## src/rtl/seg_xlate_pkg.sv

```systemverilog
package seg_xlate_pkg;
  localparam int unsigned DEF_SEG_W  = 3;
  localparam int unsigned DEF_OFF_W  = 16;
  localparam int unsigned DEF_BASE_W = 16;

  function automatic int unsigned wmax(input int unsigned a, input int unsigned b);
    return (a > b) ? a : b;
  endfunction
endpackage

```

## src/rtl/seg_table.sv

```systemverilog
module seg_table #(
  parameter int unsigned SEG_W  = 3,
  parameter int unsigned OFF_W  = 16,
  parameter int unsigned BASE_W = 16
) (
  input  logic              clk,
  input  logic              rst_n,
  input  logic              wr_en,
  input  logic              wr_priv,
  input  logic [SEG_W-1:0]  wr_idx,
  input  logic [BASE_W-1:0] wr_base,
  input  logic [OFF_W-1:0]  wr_limit,
  output logic              viol,
  input  logic [SEG_W-1:0]  rd_idx,
  output logic [BASE_W-1:0] rd_base,
  output logic [OFF_W-1:0]  rd_limit
);
  localparam int unsigned N = 1 << SEG_W;

  logic [N-1:0][BASE_W-1:0] base_q;
  logic [N-1:0][OFF_W-1:0]  lim_q;

  for (genvar i = 0; i < N; i++) begin : g_ent
    always_ff @(posedge clk) begin
      if (!rst_n) begin
        base_q[i] <= '0;
        lim_q[i]  <= '0;
      end else if (wr_en && wr_priv && (wr_idx == SEG_W'(i))) begin
        base_q[i] <= wr_base;
        lim_q[i]  <= wr_limit;
      end
    end
  end

  always_ff @(posedge clk) begin
    if (!rst_n) viol <= 1'b0;
    else        viol <= wr_en && !wr_priv;
  end

  assign rd_base  = base_q[rd_idx];
  assign rd_limit = lim_q[rd_idx];


  unpriv_nowrite_chk: assert property (@(posedge clk) disable iff (!rst_n)
    (wr_en && !wr_priv) |=> ($stable(lim_q) && $stable(base_q)));

  unpriv_flag_chk: assert property (@(posedge clk) disable iff (!rst_n)
    (wr_en && !wr_priv) |=> viol);
endmodule

```

## src/rtl/seg_bounds.sv

```systemverilog
module seg_bounds #(
  parameter int unsigned OFF_W  = 16,
  parameter int unsigned BASE_W = 16,
  parameter int unsigned PA_W   = 17
) (
  input  logic [BASE_W-1:0] base,
  input  logic [OFF_W-1:0]  limit,
  input  logic [OFF_W-1:0]  off,
  output logic              legal,
  output logic [PA_W-1:0]   paddr
);
  logic [PA_W-1:0] sum;
  always_comb begin
    legal = off < limit;
    sum   = PA_W'(base) + PA_W'(off);
    paddr = legal ? sum : '0;
  end
endmodule

```

## src/rtl/seg_xlate.sv

```systemverilog
module seg_xlate
  import seg_xlate_pkg::*;
#(
  parameter int unsigned SEG_W  = DEF_SEG_W,
  parameter int unsigned OFF_W  = DEF_OFF_W,
  parameter int unsigned BASE_W = DEF_BASE_W,
  localparam int unsigned PA_W  = wmax(OFF_W, BASE_W) + 1
) (
  input  logic              clk,
  input  logic              rst_n,
  input  logic              cfg_we,
  input  logic              cfg_priv,
  input  logic [SEG_W-1:0]  cfg_idx,
  input  logic [BASE_W-1:0] cfg_base,
  input  logic [OFF_W-1:0]  cfg_limit,
  output logic              priv_err,
  input  logic              req_valid,
  output logic              req_ready,
  input  logic [SEG_W-1:0]  req_seg,
  input  logic [OFF_W-1:0]  req_off,
  output logic              rsp_valid,
  input  logic              rsp_ready,
  output logic              rsp_trap,
  output logic [PA_W-1:0]   rsp_paddr
);
  logic [BASE_W-1:0] sel_base;
  logic [OFF_W-1:0]  sel_limit;
  logic              legal;
  logic [PA_W-1:0]   paddr_c;
  logic              accept;

  seg_table #(.SEG_W(SEG_W), .OFF_W(OFF_W), .BASE_W(BASE_W)) u_tab (
    .clk(clk), .rst_n(rst_n),
    .wr_en(cfg_we), .wr_priv(cfg_priv), .wr_idx(cfg_idx),
    .wr_base(cfg_base), .wr_limit(cfg_limit), .viol(priv_err),
    .rd_idx(req_seg), .rd_base(sel_base), .rd_limit(sel_limit)
  );

  seg_bounds #(.OFF_W(OFF_W), .BASE_W(BASE_W), .PA_W(PA_W)) u_bnd (
    .base(sel_base), .limit(sel_limit), .off(req_off),
    .legal(legal), .paddr(paddr_c)
  );

  assign req_ready = !rsp_valid || rsp_ready;
  assign accept    = req_valid && req_ready;

  always_ff @(posedge clk) begin
    if (!rst_n) begin
      rsp_valid <= 1'b0;
      rsp_trap  <= 1'b0;
      rsp_paddr <= '0;
    end else if (accept) begin
      rsp_valid <= 1'b1;
      rsp_trap  <= !legal;
      rsp_paddr <= paddr_c;
    end else if (rsp_ready) begin
      rsp_valid <= 1'b0;
    end
  end


  one_cycle_rsp_chk: assert property (@(posedge clk) disable iff (!rst_n)
    accept |=> rsp_valid);

  hold_on_stall_chk: assert property (@(posedge clk) disable iff (!rst_n)
    (rsp_valid && !rsp_ready) |=> (rsp_valid && $stable(rsp_paddr) && $stable(rsp_trap)));

  trap_zero_addr_chk: assert property (@(posedge clk) disable iff (!rst_n)
    (rsp_valid && rsp_trap) |-> (rsp_paddr == '0));
endmodule

```

## config.mk

```make
export PLATFORM = sky130hd
export DESIGN_NAME = seg_xlate
export DESIGN_NICKNAME = d
export VERILOG_FILES = /design/src/rtl/seg_xlate_pkg.sv /design/src/rtl/seg_table.sv /design/src/rtl/seg_bounds.sv /design/src/rtl/seg_xlate.sv
export SDC_FILE = /design/constraint.sdc
export NUM_CORES = 1
export LEC_CHECK = 0
export ABC_CLOCK_PERIOD_IN_PS = 5900
export BUFFER_PORTS_ARGS = -buffer_cell sky130_fd_sc_hd__buf_2
export CAP_MARGIN = 30
export CORE_UTILIZATION = 30
export DETAILED_ROUTE_END_ITERATION = 16
export PLACE_DENSITY_LB_ADDON = 0.15
export SLEW_MARGIN = 20
export SYNTH_ARGS = -nofsm -noshare
export SYNTH_HDL_FRONTEND = slang
export SYNTH_HIERARCHICAL = 1
export SYNTH_SLANG_ARGS = --single-unit
```

## constraint.sdc

```tcl
create_clock -name clk -period 5.9 [get_ports clk]
set_input_delay 1.18 -clock clk [delete_from_list [all_inputs] [get_ports clk]]
set_output_delay 1.18 -clock clk [all_outputs]
set_load 0.01 [all_outputs]
```

==> results of run 1 <==
-- registers in the layout, summed over array words and instances (netlist names) --
register,count
u_tab/base_q,128
u_tab/viol,1
rsp_valid,1
rsp_trap,1
rsp_paddr,17
u_tab/lim_q,128
-- placed cells by master, fill, tap and decap left out, types with 4 or more instances in the layout --
cell type and count:
sky130_fd_sc_hd__nand2_1 333, sky130_fd_sc_hd__dfxtp_1 276, sky130_fd_sc_hd__mux2i_1 273, sky130_fd_sc_hd__buf_2 77
sky130_fd_sc_hd__mux4_2 42, sky130_fd_sc_hd__clkbuf_16 31, sky130_fd_sc_hd__ha_1 31, sky130_fd_sc_hd__mux2_2 28
sky130_fd_sc_hd__inv_1 22, sky130_fd_sc_hd__mux4_1 22, sky130_fd_sc_hd__buf_4 17, sky130_fd_sc_hd__nor2_1 16
sky130_fd_sc_hd__a21o_1 11, sky130_fd_sc_hd__clkbuf_8 10, sky130_fd_sc_hd__a21oi_1 9, sky130_fd_sc_hd__clkinv_2 7
sky130_fd_sc_hd__clkbuf_1 6, sky130_fd_sc_hd__nor2_4 6, sky130_fd_sc_hd__nand3_1 5, sky130_fd_sc_hd__nand2b_1 5
sky130_fd_sc_hd__nor3_1 5, sky130_fd_sc_hd__o21ai_0 4, sky130_fd_sc_hd__a31oi_1 4, sky130_fd_sc_hd__xor2_1 4
sky130_fd_sc_hd__mux2_4 4, sky130_fd_sc_hd__buf_12 4
-- final timing paths --
kind / from / endpoint / slack, ns
max reg2reg: u_tab/base_q[112]$_SDFFE_PN0P_ / rsp_paddr[14]$_SDFFE_PN0P_ / 2.72
max: req_seg[1] / rsp_paddr[13]$_SDFFE_PN0P_ / 1.75
min reg2reg: rsp_paddr[11]$_SDFFE_PN0P_ / rsp_paddr[11]$_SDFFE_PN0P_ / 0.45
min: rsp_paddr[11]$_SDFFE_PN0P_ / rsp_paddr[11]$_SDFFE_PN0P_ / 0.45
-- power groups by stage --
| stage | logic [mW] | registers (mW) | clock network, mW |
|---|---|---|---|
| global route | 0.352 | 1.91 | 2.09 |
| floorplan | 0.221 | 1.95 | 0 |
| global placement | 0.326 | 1.95 | 0 |
| CTS | 0.328 | 1.91 | 2.02 |
| finish | 0.322 | 1.91 | 1.96 |
| detailed placement | 0.327 | 1.95 | 0 |
-- critical path, delay by kind of cell --
family | cells | cell delay, ns
compound gates | 3 | 0.69
xor+xnor | 1 | 0.13
fa+ha+maj | 1 | 0.40
buf+inv | 2 | 0.77
mux | 3 | 0.99
simple gates | 3 | 0.46
-- layout make-up --
class	count	area, sq um	area share [%]
Sequential cell	276	5530	36.2
Multi-Input combinational cell	859	7200	47.3
Clock buffer	47	936	6.14
Inverter	22	82.6	0.542
Timing Repair Buffer	101	663	4.35
Tap cell	585	732	4.80
Clock inverter	10	103	0.673
-- cell families (layout without fill, tap and decap cells) --
| family | count (synthesis) | in the layout | synth area share (%) |
|---|---|---|---|
| XOR/XNOR | 7 | 7 | 0.461 |
| buffers and inverters | 109 | 180 | 4.67 |
| adder cells (fa/ha/maj) | 32 | 32 | 3.07 |
| flip-flops | 276 | 276 | 41.5 |
| multiplexers | 370 | 370 | 34.9 |
| AO/OA/AOI/OAI | 61 | 61 | 3.65 |
| AND/OR/NAND/NOR | 389 | 389 | 11.7 |
-- per-layer routing --
layer / vias up / track usage (%) / wire, um
li1: 4468 / - / -
met1: 4457 / 23.0 / 18100
met2: 146 / 25.8 / 16200
met3: 43 / 2.45 / 1190
met4: 0 / 3.40 / 663
met5: - / 0 / 0
-- metrics by stage --
step	area [sq um]	hold WS [ns]	utilization (%)
after CTS	15200	0.455	35.2
final	15200	0.451	35.2
after global placement	14200	0.438	32.6
after detailed placement	14200	0.443	32.8
after global routing	15200	0.465	35.2
after floorplan	13300	0.430	-
==> impl.org, run 1 <==
** Worst setup path
- Counting stages on the worst path, the most repeated cell is sky130_fd_sc_hd__buf_4.
- Largest fanout on the critical path :: 20
- Data arrival time of the worst path :: 4.64 ns
- STA classifies the critical path startpoint as a primary input.
- Number of cells on the worst reg-to-reg path :: 13
- The critical path in this run is classified as in2reg.
- STA classifies the critical path endpoint as a flop.
- Highest cell delay on the worst timing path :: 0.59 ns
- Crit path cell chain :: buf_4 > buf_4 > mux4_1 > mux2_2 > ha_1 > and3_1 > a221o_1 > a41oi_1 > o21ai_1 > xnor2_1 > nor2_1 > nand2_1 > mux2i_1
- Data on the critical path is required at its endpoint by 6.39 ns.
- The largest individual stage delay along the critical path comes from the cell sky130_fd_sc_hd__mux4_1.

** Floorplan
- The die covers 0.0452 sq mm.
- Once the floorplan was initialized, standard cells occupied 30.7% of the core.
- Standard-cell row count :: 76
- CORE AREA :: 0.0434 sq mm
- Horiz. Die Dim :: 213 um
- Chip Height :: 213 um
- During I/O placement, the number of pins put on the boundary was 81.

** Synth
- In the synthesized netlist, the number of instances is 1,244.
- Synthesized net count :: 1,336
- In the synthesized netlist the dominant register cell turns out to be sky130_fd_sc_hd__dfxtp_1.
- Top-area cell type share of the netlist area :: 41.5%
- Summing the sequential cell areas from Yosys gives 41.5% of the chip area.
- Mean area per synthesized cell :: 10.7 sq um
- Top post-synthesis cells by count :: sky130_fd_sc_hd__nand2_1, sky130_fd_sc_hd__dfxtp_1, sky130_fd_sc_hd__mux2i_1
- Number of unique standard cell types used by synthesis :: 63
- Summing every instance area after synthesis gives 0.0133 sq mm.
- The synthesized design contains 0 enable-type register cells.
- By area the synthesized netlist is led by sky130_fd_sc_hd__dfxtp_1, sky130_fd_sc_hd__mux2i_1, sky130_fd_sc_hd__nand2_1, sky130_fd_sc_hd__mux4_2, sky130_fd_sc_hd__mux4_1.
- Yosys synthesis warning count :: 6
- Of all cell types, the one taking the most synthesized area is sky130_fd_sc_hd__dfxtp_1.
- Counting flops and latches in the post-synthesis netlist gives 276.
- In the synthesized netlist the async set-or-reset flop fraction comes to 0%.
- Most frequent cell after synthesis :: sky130_fd_sc_hd__nand2_1

** Timing
- Number of hold violations in the final report :: 0
- Clock period minus worst slack :: 4.15 ns
- Relative slew slack :: 33.6%
- RSZ-0062 raised after global routing :: false
- Fmax achieved :: 241 MHz
- Period utilization :: 70.3%
- Setup violations remaining at the end of the flow were counted as 0.
- Minimum setup slack in the final design :: 1.75 ns
- The max-slew violation count was 0.
- Between clock sinks in the finished design, the worst skew comes to 0.0100 ns.
- Least-Margin Pin Slew :: 0.993 ns
- After routing, the total negative slack on setup checks comes to 0 ns.

** Detailed routing
- The detailed router finished its first iteration with 412 violations.
- Remaining number of nets flagged by the antenna check after routing :: 0
- In the routed layout, each cell is associated on average with a via count of 4.80.
- In the routed design, unresolved DRC markers number 0.
- Drt first pass iters :: 4
- Routed wire length per instance :: 19.0 um
- The routed design has 36,100 um of wire.
- Via count :: 9,114

** Global routing
- Via count of the first global-routing pass :: 9,133
- Total global routing overflow :: 0
- Global routing used 16.2% of the available tracks.
- The first global-routing pass estimated 56,100 um of wire.
- Maximum number of pins on one net before global-route repair :: 118
- Antenna violations before repair :: 0

** Power
- Per report_power, the combinational group accounts for 7.7% of the total.
- Peak supply drop :: 0.168 mV
- Leakage :: 6.05 nW
- Total internal power :: 3.19 mW
- Of the total power, registers draw 45.5%.
- Overall power consumption after layout is estimated at 4.19 mW.
- In this run switching power makes up 23.9% of total power.
- Reported net switching power :: 0.999 mW
- Power density cells :: 275 mW/mm^2
- Clock network fraction of total power :: 46.8%

** Clock network
- CTS tree :: done
- After clock tree synthesis, the setup repair step added 0 buffers.
- Number of resized instances in the post-cts repair step :: 0
- Max clock buf depth :: 3
- Clock latency on the worst-skew pair, taken at its later pin, is 0.56 ns.
- CTS root buf :: sky130_fd_sc_hd__clkbuf_16
- TritonCTS created 31 clock buffers.
- Number of sinks on the clock net :: 276
- CTS built an H-tree with a depth of 1.
- In this run, post-CTS hold repair placed 0 buffers.
- CTS clock-pin slew for the worst setup and hold paths :: 0.06 ns

** Layout
- The filler cells instantiated in the layout total 4,381.
- At the end of the flow, the number of nets in the layout was 1,383.
- Share of cells above drive strength 1 :: 18.8%
- The repair_antennas step left the layout with diodes totalling 0.
- Final non-filler cell total :: 1,900
- Area added between synthesis and finish :: 14.6%

** Placed design
- Once placement completed, the tool counted placed cells totaling 1,843.
- Pre-CTS WS :: 1.16 ns
- During placement, the flow inserted port buffers numbering 80.
- The congestion estimate from routability-driven global placement came to 0.762.
- The HPWL after detailed placement is 23,100 um.

** Worst hold path
- Class of the most critical hold timing path :: reg2reg
- Along the worst hold path, the cell count comes to 2.

** Job
- The tool flagged a number of max-cap violations equal to 0.

** Run status
- Status :: completed
Note: power is estimated with default switching activity, not from simulation.
==> run 2: changes to the inputs <==
--- a/config.mk
+++ b/config.mk
@@ -5,7 +5,7 @@
 export SDC_FILE = /design/constraint.sdc
 export NUM_CORES = 1
 export LEC_CHECK = 0
-export ABC_CLOCK_PERIOD_IN_PS = 5900
+export ABC_CLOCK_PERIOD_IN_PS = 3400
 export BUFFER_PORTS_ARGS = -buffer_cell sky130_fd_sc_hd__buf_2
 export CAP_MARGIN = 30
 export CORE_UTILIZATION = 30
==> constraint.sdc (replaced) <==
create_clock -name clk -period 3.4 [get_ports clk]
set_input_delay 0.68 -clock clk [delete_from_list [all_inputs] [get_ports clk]]
set_output_delay 0.68 -clock clk [all_outputs]
set_load 0.01 [all_outputs]
==> run 2 against run 1 <==
Die area unchanged. Power rose by 80%. Count of clock-buffer cells in the layout is 1 lower. Highest routed layer unchanged. Clock skew decreased by 0.0015 ns. Flip-flop and latch count is the same. Critical path depth is 1 higher.
==> impl.org, run 2 (same netlist as run 1, synthesis figures left out) <==
** Timing
- Relative slew slack :: 45.0% (+11 points)
- Number of slew-limit violations in the final report :: 0 (unchanged)
- Derived from the worst setup path, the maximum achievable clock frequency is 313 MHz.
- For the finished layout, the period the worst path requires is 3.20 ns.
- The worst clock skew on the final layout came to 0.00855 ns (-0.00149 ns).
- After layout, the worst path uses 94.1% of the clock period.
- The minimum hold slack is 0.311 ns (-0.140 ns).
- Least-Margin Pin Slew :: 0.825 ns (-0.168 ns)
- The final number of hold-violating endpoints is 0 (unchanged).
- RSZ-0062 raised after global routing :: false
- Setup-failing EPs final :: 0 (unchanged)

** Worst setup path
- Crit path buffers/inverters :: 3 (+1)
- The worst setup path is of the in2reg kind.
- STA classifies the critical path startpoint as a primary input.
- Largest fanout on the critical path :: 12 (-40%)
- By instance count, the cell type seen most on the critical path is sky130_fd_sc_hd__buf_12.
- The delay of the slowest cell on the worst path came to 0.49 ns (-0.10 ns).
- The critical path goes through buf_4 > buf_12 > buf_12 > mux4_2 > mux2_2 > ha_1 > and3_1 > a221o_1 > a41oi_1 > o21ai_1 > xnor2_1 > nor2_1 > nand2_1 > mux2i_1.
- Among all stages on the critical path, the largest delay is contributed by sky130_fd_sc_hd__mux4_2.
- The arrival time at the worst endpoint was 3.69 ns (-0.95 ns).
- Top Family by Delay on Critical Path :: multiplexers
- Data required time at the worst endpoint :: 3.89 ns (-2.50 ns)
- STA classifies the critical path endpoint as a flop.
- R2R Setup Slk :: 0.32 ns (-2.40 ns)

** Clock network
- CTS placed an instance of sky130_fd_sc_hd__clkbuf_16 at the clock tree root.
- CTS clock-pin slew for the worst setup and hold paths :: 0.06 ns (about the same)
- Max clock buf depth :: 3 (unchanged)
- Post CTS Setup Buffer Count :: 0 (unchanged)
- The sink count of the clock tree was 276 (unchanged).
- Clock buffers created by TritonCTS :: 31 (unchanged)
- The number of levels the H-tree was split into came to 1 (unchanged).
- The clock latency on the worst-skew pair came to 0.56 ns (about the same).
- CTS tree :: done
- The number of gates resized after CTS was 0 (unchanged).
- Count of hold buffers inserted by post-cts repair :: 0 (unchanged)

** Global routing
- Total global routing overflow :: 0 (unchanged)
- Gr usage total :: 16.7% (+0.48 points)
- Antenna violations before repair :: 0 (unchanged)
- Via count of the first global-routing pass :: 9,871 (+8.1%)
- Global-route wire length before repair :: 57,800 um (+3.1%)
- The pin count of the biggest net entering global routing came to 64 (-46%).

** Layout
- Area added between synthesis and finish :: 20.2%
- The final design area excluding fillers is 0.0160 sq mm (+4.8%).
- The proportion of layout cells with a drive suffix above 1 was 23.0% (+4.2 points).
- Number of nets in the layout :: 1,455 (+5.2%)
- The post-layout instance count excluding filler cells is 1,971 (+3.7%).
- Biggest regs :: u_tab/base_q x128, u_tab/lim_q x128, rsp_paddr x17
- Antenna diode instance count :: 0 (unchanged)
- Storage element area :: 0.00553 sq mm (unchanged)
- The area of the multi-input gates came to 0.00725 sq mm (+0.64%).
- In the layout the commonest cells are sky130_fd_sc_hd__nand2_1, sky130_fd_sc_hd__dfxtp_1, sky130_fd_sc_hd__mux2i_1.
- Count of fill cells added during filler insertion :: 4,326 (-1.3%)
- The library cell used most frequently in the layout, excluding fill and tap cells, is sky130_fd_sc_hd__nand2_1.

** Detailed routing
- Drt first pass iters :: 5 (+1)
- Detailed-route vias per instance :: 4.78 (-0.34%)
- Remaining number of nets flagged by the antenna check after routing :: 0 (unchanged)
- The DRC violation total after the first TritonRoute iteration came to 517 (+25%).
- Detailed Route WL :: 36,900 um (+2.2%)
- The number of remaining DRC errors is 0 (unchanged).
- The total via count after detailed routing is 9,422 (+3.4%).
- The detailed-route wire length per cell is 18.7 um (-1.5%).

** Floorplan
- The die width was 213 um (unchanged).
- Chip Height :: 213 um (unchanged)
- Standard-cell row count :: 76 (unchanged)
- The area of the die is 0.0452 sq mm (unchanged).
- The area inside the core boundary was 0.0434 sq mm (unchanged).
- The count of boundary I/O pins came to 81 (unchanged).
- The starting utilization of the core area is 30.7% (unchanged).

** Job
- Number of violations of the max-capacitance limit :: 0 (unchanged)

** Run status
- Status :: completed

** Power
- Leakage :: 6.46 nW (+6.8%)
- The total power density per cell area is 471 mW/mm^2 (+72%).
- Peak supply drop :: 0.343 mV (+100%)

** Placed design
- Final weighted congestion in routability-driven placement :: 0.850 (+12%)
- Instance count after placement with tap cells included :: 1,915 (+3.9%)
- The count of port buffers added during placement was 80 (unchanged).
- DP Wirelength :: 24,100 um (+4.3%)
- Post-placement cell area :: 0.0149 sq mm (+4.8%)

** Worst hold path
- Class of the most critical hold timing path :: in2reg
==> run 2: power by group <==
part / leakage (nW) / switching, mW / internal, mW / total (mW)
Clock: 0.525 / 1.37 / 2.22 / 3.59
Combinational: 3.71 / 0.364 / 0.274 / 0.638
Sequential: 2.23 / 0.0245 / 3.28 / 3.31
Total: 6.46 / 1.76 / 5.77 / 7.53
==> run 2: per-stage QoR <==
stage          utilization (%)  TNS, ns  setup slack [ns]  power, mW
2_1_floorplan                -   -0.265            -0.194       3.77
3_3_place_gp              34.3    -5.85            -0.452       4.02
3_5_place_dp              34.3    -5.87            -0.464       4.03
4_1_cts                   36.8        0             0.133       7.64
5_1_grt                   36.9        0           0.00722       7.83
6_report                  36.9        0             0.200       7.53
==> run 2: path summary, 6_finish.rpt <==
check,startpoint,end,depth (start not counted)
min reg2reg,u_tab/base_q[68]$_SDFFE_PN0P_,u_tab/base_q[68]$_SDFFE_PN0P_,2
max reg2reg,u_tab/base_q[32]$_SDFFE_PN0P_,rsp_paddr[14]$_SDFFE_PN0P_,13
min,cfg_priv,u_tab/viol$_SDFF_PN0_,2
max,req_seg[1],rsp_paddr[13]$_SDFFE_PN0P_,14
==> run 2: worst register-to-register path: stages, from the launching register on <==
cell and delay (ns):
sky130_fd_sc_hd__dfxtp_1 0.32, sky130_fd_sc_hd__mux4_1 0.51, sky130_fd_sc_hd__mux2_4 0.31, sky130_fd_sc_hd__ha_4 0.17, sky130_fd_sc_hd__inv_1 0.07, sky130_fd_sc_hd__fa_2 0.23
sky130_fd_sc_hd__nor2b_4 0.05, sky130_fd_sc_hd__o31a_1 0.27, sky130_fd_sc_hd__o31a_4 0.29, sky130_fd_sc_hd__a31oi_1 0.18, sky130_fd_sc_hd__mux2_1 0.35, sky130_fd_sc_hd__nor3_2 0.11
sky130_fd_sc_hd__nand2_1 0.06, sky130_fd_sc_hd__mux2i_1 0.12
==> run 2: cell type report <==
type / instances / share of cell area, %
multi-input cells: 859 / 45.4
flip-flops and latches: 276 / 34.6
repair buffers: 173 / 8.24
clock buffers: 46 / 5.46
well taps: 585 / 4.58
clock inverters: 10 / 1.28
inverters: 22 / 0.517
==> run 2: metal layers <==
metal  up-vias  wire (um)  GRT usage (%)
met5         -          0              0
met4         0        796           3.97
met3        46        840           1.98
met2       100      17900           29.4
met1      4654      17300           21.6
li1       4622          -              -
